--- config.mk ---
export PLATFORM = sky130hd
export DESIGN_NAME = trap_entry_unit
export DESIGN_NICKNAME = d
export VERILOG_FILES = /design/src/rtl/trap_pkg.sv /design/src/rtl/trap_route.sv /design/src/rtl/trap_mode_regs.sv /design/src/rtl/trap_entry_unit.sv
export SDC_FILE = /design/constraint.sdc
export NUM_CORES = 1
export LEC_CHECK = 0
export BUFFER_PORTS_ARGS = -buffer_cell sky130_fd_sc_hd__buf_2
export CORE_AREA = 2 2 331 333
export DETAILED_ROUTE_END_ITERATION = 10
export DIE_AREA = 0 0 333 335
export SYNTH_ARGS = -nofsm -noshare
export SYNTH_HDL_FRONTEND = slang
export SYNTH_SLANG_ARGS = --single-unit
--- constraint.sdc ---
create_clock -name clk -period 2.6 [get_ports clk]
set_clock_uncertainty 0.1 [all_clocks]
set_input_delay 0.13 -clock clk [delete_from_list [all_inputs] [get_ports clk]]
set_output_delay 0.13 -clock clk [all_outputs]
set_load 0.005 [all_outputs]
--- src/rtl/trap_pkg.sv ---
package trap_pkg;
  typedef enum logic [1:0] {
    PRIV_U   = 2'd0,
    PRIV_S   = 2'd1,
    PRIV_RSV = 2'd2,
    PRIV_M   = 2'd3
  } priv_e;

  localparam int IE_W = 4;
  localparam logic [IE_W-1:0] IE_MASK = 4'b1011;
  localparam int MODE_S = 0;
  localparam int MODE_M = 1;
  localparam int N_MODES = 2;

  function automatic logic priv_ok(input logic [1:0] p);
    return p != PRIV_RSV;
  endfunction
endpackage

--- src/rtl/trap_route.sv ---
module trap_route
  import trap_pkg::*;
#(
  parameter int XLEN = 64
) (
  input  logic [XLEN-1:0] cause_i,
  input  logic [XLEN-1:0] exc_deleg_i,
  input  logic [XLEN-1:0] irq_deleg_i,
  input  priv_e           cur_priv_i,
  output logic            to_s_o
);
  localparam int IDXW = $clog2(XLEN);

  logic            is_irq;
  logic [XLEN-1:0] code;
  logic [XLEN-1:0] mask;
  logic            in_range;

  always_comb begin
    is_irq   = cause_i[XLEN-1];
    code     = {1'b0, cause_i[XLEN-2:0]};
    mask     = is_irq ? irq_deleg_i : exc_deleg_i;
    in_range = code < XLEN'(XLEN);
    to_s_o   = (cur_priv_i <= PRIV_S) && in_range && mask[code[IDXW-1:0]];
  end

  // supervisor routing never taken from machine level
  always_comb begin
    if (to_s_o) p_route_level_r3: assert (cur_priv_i != PRIV_M);
  end
endmodule

--- src/rtl/trap_mode_regs.sv ---
module trap_mode_regs #(
  parameter int XLEN = 64
) (
  input  logic            clk,
  input  logic            rst,
  input  logic            wr_i,
  input  logic [XLEN-1:0] cause_i,
  input  logic [XLEN-1:0] epc_i,
  input  logic [XLEN-1:0] bad_i,
  input  logic            bad_vld_i,
  output logic [XLEN-1:0] cause_o,
  output logic [XLEN-1:0] epc_o,
  output logic [XLEN-1:0] bad_o
);
  always_ff @(posedge clk) begin
    if (rst) begin
      cause_o <= '0;
      epc_o   <= '0;
      bad_o   <= '0;
    end else if (wr_i) begin
      cause_o <= cause_i;
      epc_o   <= epc_i;
      if (bad_vld_i) bad_o <= bad_i;
    end
  end

  p_bank_hold_r5: assert property (@(posedge clk) disable iff (rst)
    !$past(wr_i && bad_vld_i) |-> $stable(bad_o));
endmodule

--- src/rtl/trap_entry_unit.sv ---
module trap_entry_unit
  import trap_pkg::*;
#(
  parameter int              XLEN      = 64,
  parameter logic [XLEN-1:0] MVEC_BASE = 'h1000
) (
  input  logic            clk,
  input  logic            rst,
  input  logic            trap_valid,
  output logic            trap_ready,
  input  logic [XLEN-1:0] trap_cause,
  input  logic [XLEN-1:0] trap_epc,
  input  logic [XLEN-1:0] trap_badaddr,
  input  logic            trap_badaddr_valid,
  input  logic [XLEN-1:0] exc_deleg,
  input  logic [XLEN-1:0] irq_deleg,
  input  logic [XLEN-1:0] s_vector,
  input  logic            rst_priv_en,
  input  logic [1:0]      rst_priv_val,
  input  logic            rst_ie_en,
  input  logic [3:0]      rst_ie_val,
  output logic [1:0]      priv,
  output logic [XLEN-1:0] pc,
  output logic [XLEN-1:0] s_cause,
  output logic [XLEN-1:0] s_epc,
  output logic [XLEN-1:0] s_badaddr,
  output logic [XLEN-1:0] m_cause,
  output logic [XLEN-1:0] m_epc,
  output logic [XLEN-1:0] m_badaddr,
  output logic [3:0]      ie,
  output logic            s_pie,
  output logic            s_pp,
  output logic            m_pie,
  output logic [1:0]      m_pp,
  output logic            tlb_flush,
  output logic            resv_clear
);
  localparam logic [XLEN-1:0] RESET_PC = MVEC_BASE + XLEN'(256);

  priv_e           priv_q;
  logic [IE_W-1:0] ie_q;
  logic            fire;
  logic            to_s;
  logic            cur_ie;
  logic            restore_ok;
  logic [XLEN-1:0] bank_cause [N_MODES];
  logic [XLEN-1:0] bank_epc   [N_MODES];
  logic [XLEN-1:0] bank_bad   [N_MODES];

  assign trap_ready = !rst;
  assign fire       = trap_valid && trap_ready;
  assign cur_ie     = ie_q[priv_q];
  assign restore_ok = rst_priv_en && priv_ok(rst_priv_val);

  trap_route #(.XLEN(XLEN)) u_route (
    .cause_i     (trap_cause),
    .exc_deleg_i (exc_deleg),
    .irq_deleg_i (irq_deleg),
    .cur_priv_i  (priv_q),
    .to_s_o      (to_s)
  );

  for (genvar g = 0; g < N_MODES; g++) begin : g_bank
    trap_mode_regs #(.XLEN(XLEN)) u_regs (
      .clk       (clk),
      .rst       (rst),
      .wr_i      (fire && (to_s == (g == MODE_S))),
      .cause_i   (trap_cause),
      .epc_i     (trap_epc),
      .bad_i     (trap_badaddr),
      .bad_vld_i (trap_badaddr_valid),
      .cause_o   (bank_cause[g]),
      .epc_o     (bank_epc[g]),
      .bad_o     (bank_bad[g])
    );
  end

  always_ff @(posedge clk) begin
    if (rst) begin
      priv_q     <= PRIV_M;
      pc         <= RESET_PC;
      ie_q       <= '0;
      s_pie      <= 1'b0;
      s_pp       <= 1'b0;
      m_pie      <= 1'b0;
      m_pp       <= 2'd0;
      tlb_flush  <= 1'b0;
      resv_clear <= 1'b0;
    end else begin
      tlb_flush  <= 1'b0;
      resv_clear <= 1'b0;
      if (fire) begin
        tlb_flush  <= 1'b1;
        resv_clear <= 1'b1;
        if (to_s) begin
          pc       <= {s_vector[XLEN-1:2], 2'b00};
          s_pie    <= cur_ie;
          s_pp     <= priv_q[0];
          ie_q[1]  <= 1'b0;
          priv_q   <= PRIV_S;
        end else begin
          pc       <= MVEC_BASE + XLEN'({priv_q, 6'b0});
          m_pie    <= cur_ie;
          m_pp     <= priv_q;
          ie_q[3]  <= 1'b0;
          priv_q   <= PRIV_M;
        end
      end else begin
        if (restore_ok) begin
          priv_q    <= priv_e'(rst_priv_val);
          tlb_flush <= 1'b1;
        end
        if (rst_ie_en) ie_q <= rst_ie_val & IE_MASK;
      end
    end
  end

  assign priv      = priv_q;
  assign ie        = ie_q;
  assign s_cause   = bank_cause[MODE_S];
  assign s_epc     = bank_epc[MODE_S];
  assign s_badaddr = bank_bad[MODE_S];
  assign m_cause   = bank_cause[MODE_M];
  assign m_epc     = bank_epc[MODE_M];
  assign m_badaddr = bank_bad[MODE_M];

  p_strap_state_r6: assert property (@(posedge clk) disable iff (rst)
    $past(fire && to_s) |-> (priv_q == PRIV_S && !ie_q[1]));

  p_mtrap_state_r8: assert property (@(posedge clk) disable iff (rst)
    $past(fire && !to_s) |-> (priv_q == PRIV_M && !ie_q[3]));

  p_flush_src_r9: assert property (@(posedge clk) disable iff (rst)
    tlb_flush |-> $past(fire || restore_ok));

  p_resv_src_r9: assert property (@(posedge clk) disable iff (rst)
    resv_clear |-> $past(fire));

  p_priv_legal_r10: assert property (@(posedge clk) disable iff (rst)
    priv_q != PRIV_RSV);

  p_ie_rsv_r12: assert property (@(posedge clk) disable iff (rst)
    !ie_q[2]);

  p_restore_drop_r11: assert property (@(posedge clk) disable iff (rst)
    $past(fire) |-> priv_q != PRIV_U);
endmodule

==> results of run 1 <==
==> routing by layer <==
metal / track usage (%) / up-vias / share of wire (%) / routed length, microns
met4: 6.219 / 8 / 4.5 / 3977
met1: 17.78 / 8990 / 41 / 36500
met5: 0 / - / 0.055 / 49
li1: - / 8746 / - / -
met2: 23.66 / 884 / 46 / 41100
met3: 4.059 / 194 / 8.5 / 7589
==> synthesized netlist by cell type, types with 2 or more instances <==
cell type	n	share of area, %
dfxtp_1	458	49
nor2b_1	231	7.8
mux2_2	166	10
nand2_1	142	2.9
a21oi_1	129	3.5
clkbuf_1	114	2.3
mux2i_1	69	3.7
nand4_1	68	2.3
o31ai_1	65	2.6
mux2_1	61	3.7
o211ai_1	60	2.4
and3_1	59	2.0
buf_2	34	0.92
mux4_2	20	2.4
nor4_1	16	0.54
a22oi_1	14	0.57
buf_1	14	0.28
buf_4	13	0.53
nor2_1	9	0.18
o21ai_0	9	0.24
inv_1	8	0.16
a211oi_1	6	0.24
nand3_1	6	0.16
o21ai_1	4	0.11
a21o_1	3	0.12
nand4b_1	3	0.14
a311oi_1	2	0.094
a31oi_1	2	0.067
and2_1	2	0.067
o2111ai_1	2	0.094
==> power breakdown <==
| group | leakage [nW] | switching [W] | internal (W) | total (W) |
|---|---|---|---|---|
| clock | 0.865 | 0.00327 | 0.00443 | 0.00769 |
| combinational | 9.75 | 0.000917 | 0.00107 | 0.00198 |
| sequential | 3.73 | 0.000101 | 0.00722 | 0.00732 |
==> stage by stage <==
stage	worst slack (ps)	cells	setup TNS, ps	power [W]	area, sq um
global route	-88.58	4420	-9527	0.01767	30730
finish	-12.66	4420	-42.27	0.01699	30730
global placement	-665.2	4013	-218810	0.009040	25120
detailed placement	-807.9	4013	-270980	0.009059	25120
floorplan	6.588	1800	0	0.008122	18650
CTS	-43.51	4378	-3142	0.01721	29780
==> kinds of logic after synthesis <==
group	count (synthesis)	share of synthesized area, %
AOI/OAI and AO/OA	298	10.21
buffers and inverters	183	4.193
DFF	458	49.40
muxes	316	19.92
other	1	0.02020
and+or+nand+nor	542	16.27
==> registers in the layout (all words and copies together) (netlist names) <==
register               cells
g_bank.u_regs.bad_o      128
g_bank.u_regs.cause_o    128
g_bank.u_regs.epc_o      128
pc                        62
ie                         3
m_pp                       2
priv                       2
m_pie                      1
resv_clear                 1
s_pie                      1
s_pp                       1
tlb_flush                  1
==> tightest hold or removal path, stage by stage <==
cell and delay, ps:
buf_4 210, clkbuf_16 250, mux2_1 140
==> worst paths after layout <==
check	start	end	slack, ps	cells after the start
worst max-delay path	trap_cause[26]	g_bank[0].u_regs.cause_o[49]$_SDFFE_PP0P_	-10	14
worst min-delay path	trap_cause[0]	g_bank[0].u_regs.cause_o[0]$_SDFFE_PP0P_	60	3
worst max register to register	priv[1]$_SDFFE_PP1P_	g_bank[0].u_regs.cause_o[49]$_SDFFE_PP0P_	40	11
worst min register to register	pc[38]$_SDFFE_PP0P_	pc[38]$_SDFFE_PP0P_	350	2
==> area by class of cell <==
cell class / instances / area (sq um) / area share (%)
Multi-Input combinational cell: 1159 / 8987 / 29.25
Clock buffer: 74 / 1577 / 5.131
Tap cell: 1414 / 1769 / 5.758
Inverter: 8 / 32.53 / 0.1059
Clock inverter: 20 / 198.9 / 0.6475
Timing Repair Buffer: 1287 / 8989 / 29.25
Sequential cell: 458 / 9173 / 29.85
==> repair_timing <==
action | CTS | global route
endpoints found under the hold margin | 390 | 1
gates resized for setup | 35 | 76
hold buffers | 267 | 1
cloned | 1 | 19
setup endpoints to repair | 454 | 424
setup buffers | 3 | 22
pin swaps | 1 | 27
==> impl_results.rst, run 1 <==
.. list-table::
   :header-rows: 1

   * - Metric
     - Value
   * - CTS root buffer
     - clkbuf_16
   * - Syn Inst Count
     - 1798
   * - Starting Density
     - around 17%
   * - Number of DRC violations after detailed-routing iteration 0
     - 998
   * - Slew at the pin closest to its max-slew limit
     - 886.7 ps
   * - First-pass GRT wire length
     - 122000 microns
   * - Largest fanout on the critical path
     - 9
   * - Result of the run
     - finished, violations left
   * - Cell Area, Synth
     - 18560 sq um
   * - Clock tree buffer depth
     - 3
   * - Clock Sinks
     - 458
   * - CP required
     - 3000 ps
   * - GRT Resource Usage Total
     - 14.49%
   * - FP Rows
     - 121
   * - Total I/O pin count
     - 858
   * - Post-route core utilization
     - 28.42%
   * - Die extent in x
     - between 300 and 400 microns
   * - Post-detailed-route wirelength per cell
     - 20.18 microns
   * - Diode insertion count for antenna repair
     - 0
   * - Detailed Routing Iterations Pass 1
     - 5
   * - Final estimated routing congestion in global placement
     - about 0.9
   * - Number of global-route vias before repair
     - 18680
   * - Grt total ovfl
     - 0
   * - Warning count from the yosys run
     - 0
   * - Filler cells
     - ~11000
   * - Overall routed net length
     - 89210 microns
   * - Area enclosed by the die boundary
     - 111600 sq um
   * - TritonCTS clock tree
     - done
   * - Core area
     - 108100 sq um
   * - Worst path arrival time
     - 3010 ps
   * - Avg Cell Area, Syn
     - 10.32 sq um
   * - Final layout net count
     - 3363
   * - Netlist cell types
     - 39
   * - Setup violation total in the final timing report
     - 9
   * - Clock latency on the worst-skew pair
     - 640 ps
   * - Max cap viols
     - 0
   * - Maximum number of pins on one net before global-route repair
     - 149
   * - PortBufs
     - 851
   * - H-Tree Level Count
     - 2
   * - Top cell family by delay on the critical path
     - buffers and inverters
   * - HPWL after DPL
     - 61820 microns
   * - Setup slack of the critical path after layout
     - -12.66 ps
   * - Class of the most critical hold timing path
     - in -> reg
   * - Most common cell after layout, fill and taps aside
     - buf_2
   * - Critical path, cell by cell
     - dlygate4sd3_1, buf_2, nor4_1, buf_4, nand4_1, nor4_4, buf_4, and4b_4, buf_12, buf_8, o21ai_4, buf_12, clkbuf_16, and3_4
   * - Crit start category
     - input port
   * - Critical Path Max Stage Delay
     - 540 ps
   * - Initial antenna violation count
     - 13
   * - Fraction of registers with async set/reset
     - 0%
   * - Peak VDD IR
     - roughly 0.00044 V
   * - Violated checks
     - negative setup slack
   * - Crit Path Class
     - in -> reg
   * - Vias per inst
     - approximately 4.3
   * - Max Clk Rate
     - 382.8 MHz
   * - Number of buffers created by CTS
     - 53
   * - Fraction of layout cells with a size suffix above 1
     - 45.51%
   * - P per Cell Area
     - approximately 550 nW/um^2
   * - Antenna Violating Nets Remaining
     - 0
   * - Final Cycle Share
     - 100.5%
   * - Buffers & Inverters on Critical Path
     - 8
   * - Chip Height
     - 335 microns
   * - Portion of the post-synthesis area used by sequential elements
     - 49.40%
   * - Clock transition at the register clock pins on the worst setup and hold paths after CTS
     - ~60 ps
   * - Detailed-route via count
     - about 19000
   * - Static leakage
     - about 14 nW
   * - Commonest non-fill, non-tap cells in the layout
     - 848 x buf_2, 457 x dfxtp_1, 267 x dlygate4sd3_1
   * - Max-slew headroom at the worst pin
     - 40.89%
   * - Final hold vios
     - 0
   * - Crit path time final
     - approximately 2600 ps
   * - Relative area change from synthesis to final layout
     - 65.53%
   * - EDFF count, synth
     - 0
   * - Flip-flop and latch count after synthesis
     - 458
   * - Critical Path Slowest Stage Cell
     - dlygate4sd3_1
   * - Endpoint type of the worst setup path
     - flop
   * - RSZ-0062 raised after global routing
     - true
   * - Total count of max-transition violations in the final report
     - 0
   * - Most instantiated flip-flop cell in the synthesis netlist
     - dfxtp_1
   * - Remaining design rule violation count
     - 0
   * - Minimum hold slack
     - 64.20 ps
Power figures use the tool's default switching activity.
==> run 2: changes to the inputs <==
SKIP_CTS_REPAIR_TIMING = 1   (was not set)
==> run 2 against run 1 <==
  * The flow still finishes with violations (negative setup slack)
  * Largest cell class unchanged
  * Routed wire length shrank 0.71%
  * Die area is the same
  * Sequential share of layout area grew 0.43 points
  * Via count shrank 0.98%
  * Largest power group unchanged
==> impl_results.rst, run 2 (synthesis results as in run 1) <==
.. list-table::
   :header-rows: 1

   * - Metric
     - Value
   * - HPWL after DPL
     - 61820 microns
   * - GRT Resource Usage Total
     - 13.88%
   * - Remaining design rule violation count
     - 0
   * - Die extent in x
     - between 300 and 400 microns
   * - Non-Filler Instances
     - 4410
   * - Slew at the pin closest to its max-slew limit
     - approximately 910 ps
   * - H-Tree Level Count
     - 2
   * - Number of global-route vias before repair
     - between 15000 and 20000
   * - Core area
     - 108100 sq um
   * - Crit Path Class
     - in -> reg
   * - Setup violation total in the final timing report
     - 18
   * - Number of buffers created by CTS
     - 53
   * - Grt total ovfl
     - 0
   * - Max-slew headroom at the worst pin
     - 39.61%
   * - Relative area change from synthesis to final layout
     - 63.19%
   * - Maximum number of pins on one net before global-route repair
     - 149
   * - Static leakage
     - 14.28 nW
   * - Largest fanout on the critical path
     - 10
   * - Clock latency on the worst-skew pair
     - 630 ps
   * - Combined area of the multi-input logic cells
     - 8785 sq um
   * - RSZ-0062 raised after global routing
     - true
   * - FP Rows
     - about 120
   * - Max Clk Rate
     - about 380 MHz
   * - First-pass GRT wire length
     - between 100000 and 150000 microns
   * - Final Cycle Share
     - 100.5%
   * - Clock tree buffer depth
     - 3
   * - Initial antenna violation count
     - 16
   * - Worst path arrival time
     - 3020 ps
   * - Peak VDD IR
     - about 0.00045 V
   * - Starting Density
     - about 17%
   * - P per Cell Area
     - 560.0 nW/um^2
   * - Setup slack of the critical path after layout
     - -13.45 ps
   * - Crit start category
     - input port
   * - Worst slack at placement
     - -807.9 ps
   * - Clock transition at the register clock pins on the worst setup and hold paths after CTS
     - 60 ps
   * - Detailed Routing Iterations Pass 1
     - 5
   * - Post-route core utilization
     - 28.02%
   * - Antenna Violating Nets Remaining
     - 0
   * - Result of the run
     - finished, violations left
   * - Clock Sinks
     - around 460
   * - Chip Height
     - 335 microns
   * - CP required
     - 3000 ps
   * - Crit path time final
     - 2613 ps
   * - TritonCTS clock tree
     - done
   * - Vias per inst
     - 4.226
   * - Top Registers
     - g_bank.u_regs.bad_o: 128 flops, g_bank.u_regs.cause_o: 128 flops, g_bank.u_regs.epc_o: 128 flops
   * - Total I/O pin count
     - between 800 and 900
   * - Final hold vios
     - 0
   * - Final estimated routing congestion in global placement
     - 0.9036
   * - Endpoint type of the worst setup path
     - flop
   * - Commonest non-fill, non-tap cells in the layout
     - 849 x buf_2, 457 x dfxtp_1, 266 x dlygate4sd3_1
   * - Area enclosed by the die boundary
     - 111600 sq um
   * - Max cap viols
     - 0
   * - Number of DRC violations after detailed-routing iteration 0
     - 970
   * - CTS root buffer
     - clkbuf_16
   * - Total count of max-transition violations in the final report
     - 0
   * - Minimum hold slack
     - 26.46 ps
   * - Most common cell after layout, fill and taps aside
     - buf_2
   * - Violated checks
     - negative setup slack
   * - Number of instances in the placed design
     - 4013
   * - Storage element area
     - 9173 sq um
   * - Final layout net count
     - between 3000 and 4000
   * - PortBufs
     - ~850
   * - Class of the most critical hold timing path
     - in -> reg
   * - Post-detailed-route wirelength per cell
     - 20.09 microns
   * - Fraction of layout cells with a size suffix above 1
     - 44.08%
   * - Detailed-route via count
     - 18640
   * - Final setup TNS
     - -94.68 ps
   * - Overall routed net length
     - just under 90000 microns
   * - Filler cells
     - 11290
-- run 2: cell types whose count changed in the layout (fill, tap and decap cells not counted), moves of 2 or more --
cell / before / now
diode_2: 0 / 6
clkbuf_16: 68 / 66
buf_12: 30 / 24
and3_4: 34 / 1
nor4_1: 11 / 14
and3_1: 24 / 57
buf_6: 14 / 22
buf_4: 104 / 90
nor4_4: 4 / 2
-- run 2: area by class of cell --
class,instances,share of cell area (%)
well taps,1414,5.841
flip-flops and latches,458,30.28
repair buffers,1271,28.86
clock buffers,74,5.205
clock inverters,20,0.6568
diodes,6,0.04957
inverters,8,0.1074
multi-input cells,1159,29.00
-- run 2: worst max-delay path, cell delays in order --
cell,delay (ps)
buf_2,190
buf_4,230
buf_4,170
nor2_1,360
a22oi_1,190
nand4b_1,200
o2111ai_1,220
and4b_4,320
o21ai_4,240
buf_12,200
clkbuf_16,190
mux2_2,330
-- run 2: path summary, 6_finish.rpt --
| kind | slack, ps | start | cells past startpoint | end |
|---|---|---|---|---|
| worst max-delay path | -10 | trap_cause[63] | 12 | g_bank[0].u_regs.epc_o[28]$_SDFFE_PP0P_ |
| worst min-delay path | 30 | trap_cause[2] | 4 | g_bank[0].u_regs.cause_o[2]$_SDFFE_PP0P_ |
| worst max register to register | 10 | priv[1]$_SDFFE_PP1P_ | 9 | g_bank[0].u_regs.epc_o[47]$_SDFFE_PP0P_ |
| worst min register to register | 350 | pc[38]$_SDFFE_PP0P_ | 2 | pc[38]$_SDFFE_PP0P_ |
-- run 2: stage by stage --
stage	instance area (sq um)	total power, W
floorplan	18650	0.008122
global placement	25120	0.009040
detailed placement	25120	0.009059
CTS	26890	0.01687
global route	30280	0.01767
finish	30290	0.01696
-- run 2: routing by layer --
metal | vias up | GRT usage, % | routed length, microns
li1 | 8706 | - | -
met1 | 8921 | 17.24 | 37230
met2 | 844 | 22.48 | 41040
met3 | 161 | 4.262 | 7023
met4 | 6 | 5.170 | 3233
met5 | - | 0 | 40
-- run 2: power by group --
| part | leakage (nW) | switching [W] | internal, W |
|---|---|---|---|
| clock network | 0.865 | 0.00325 | 0.00443 |
| registers | 3.73 | 0.000100 | 0.00722 |
| logic | 9.69 | 0.000910 | 0.00106 |
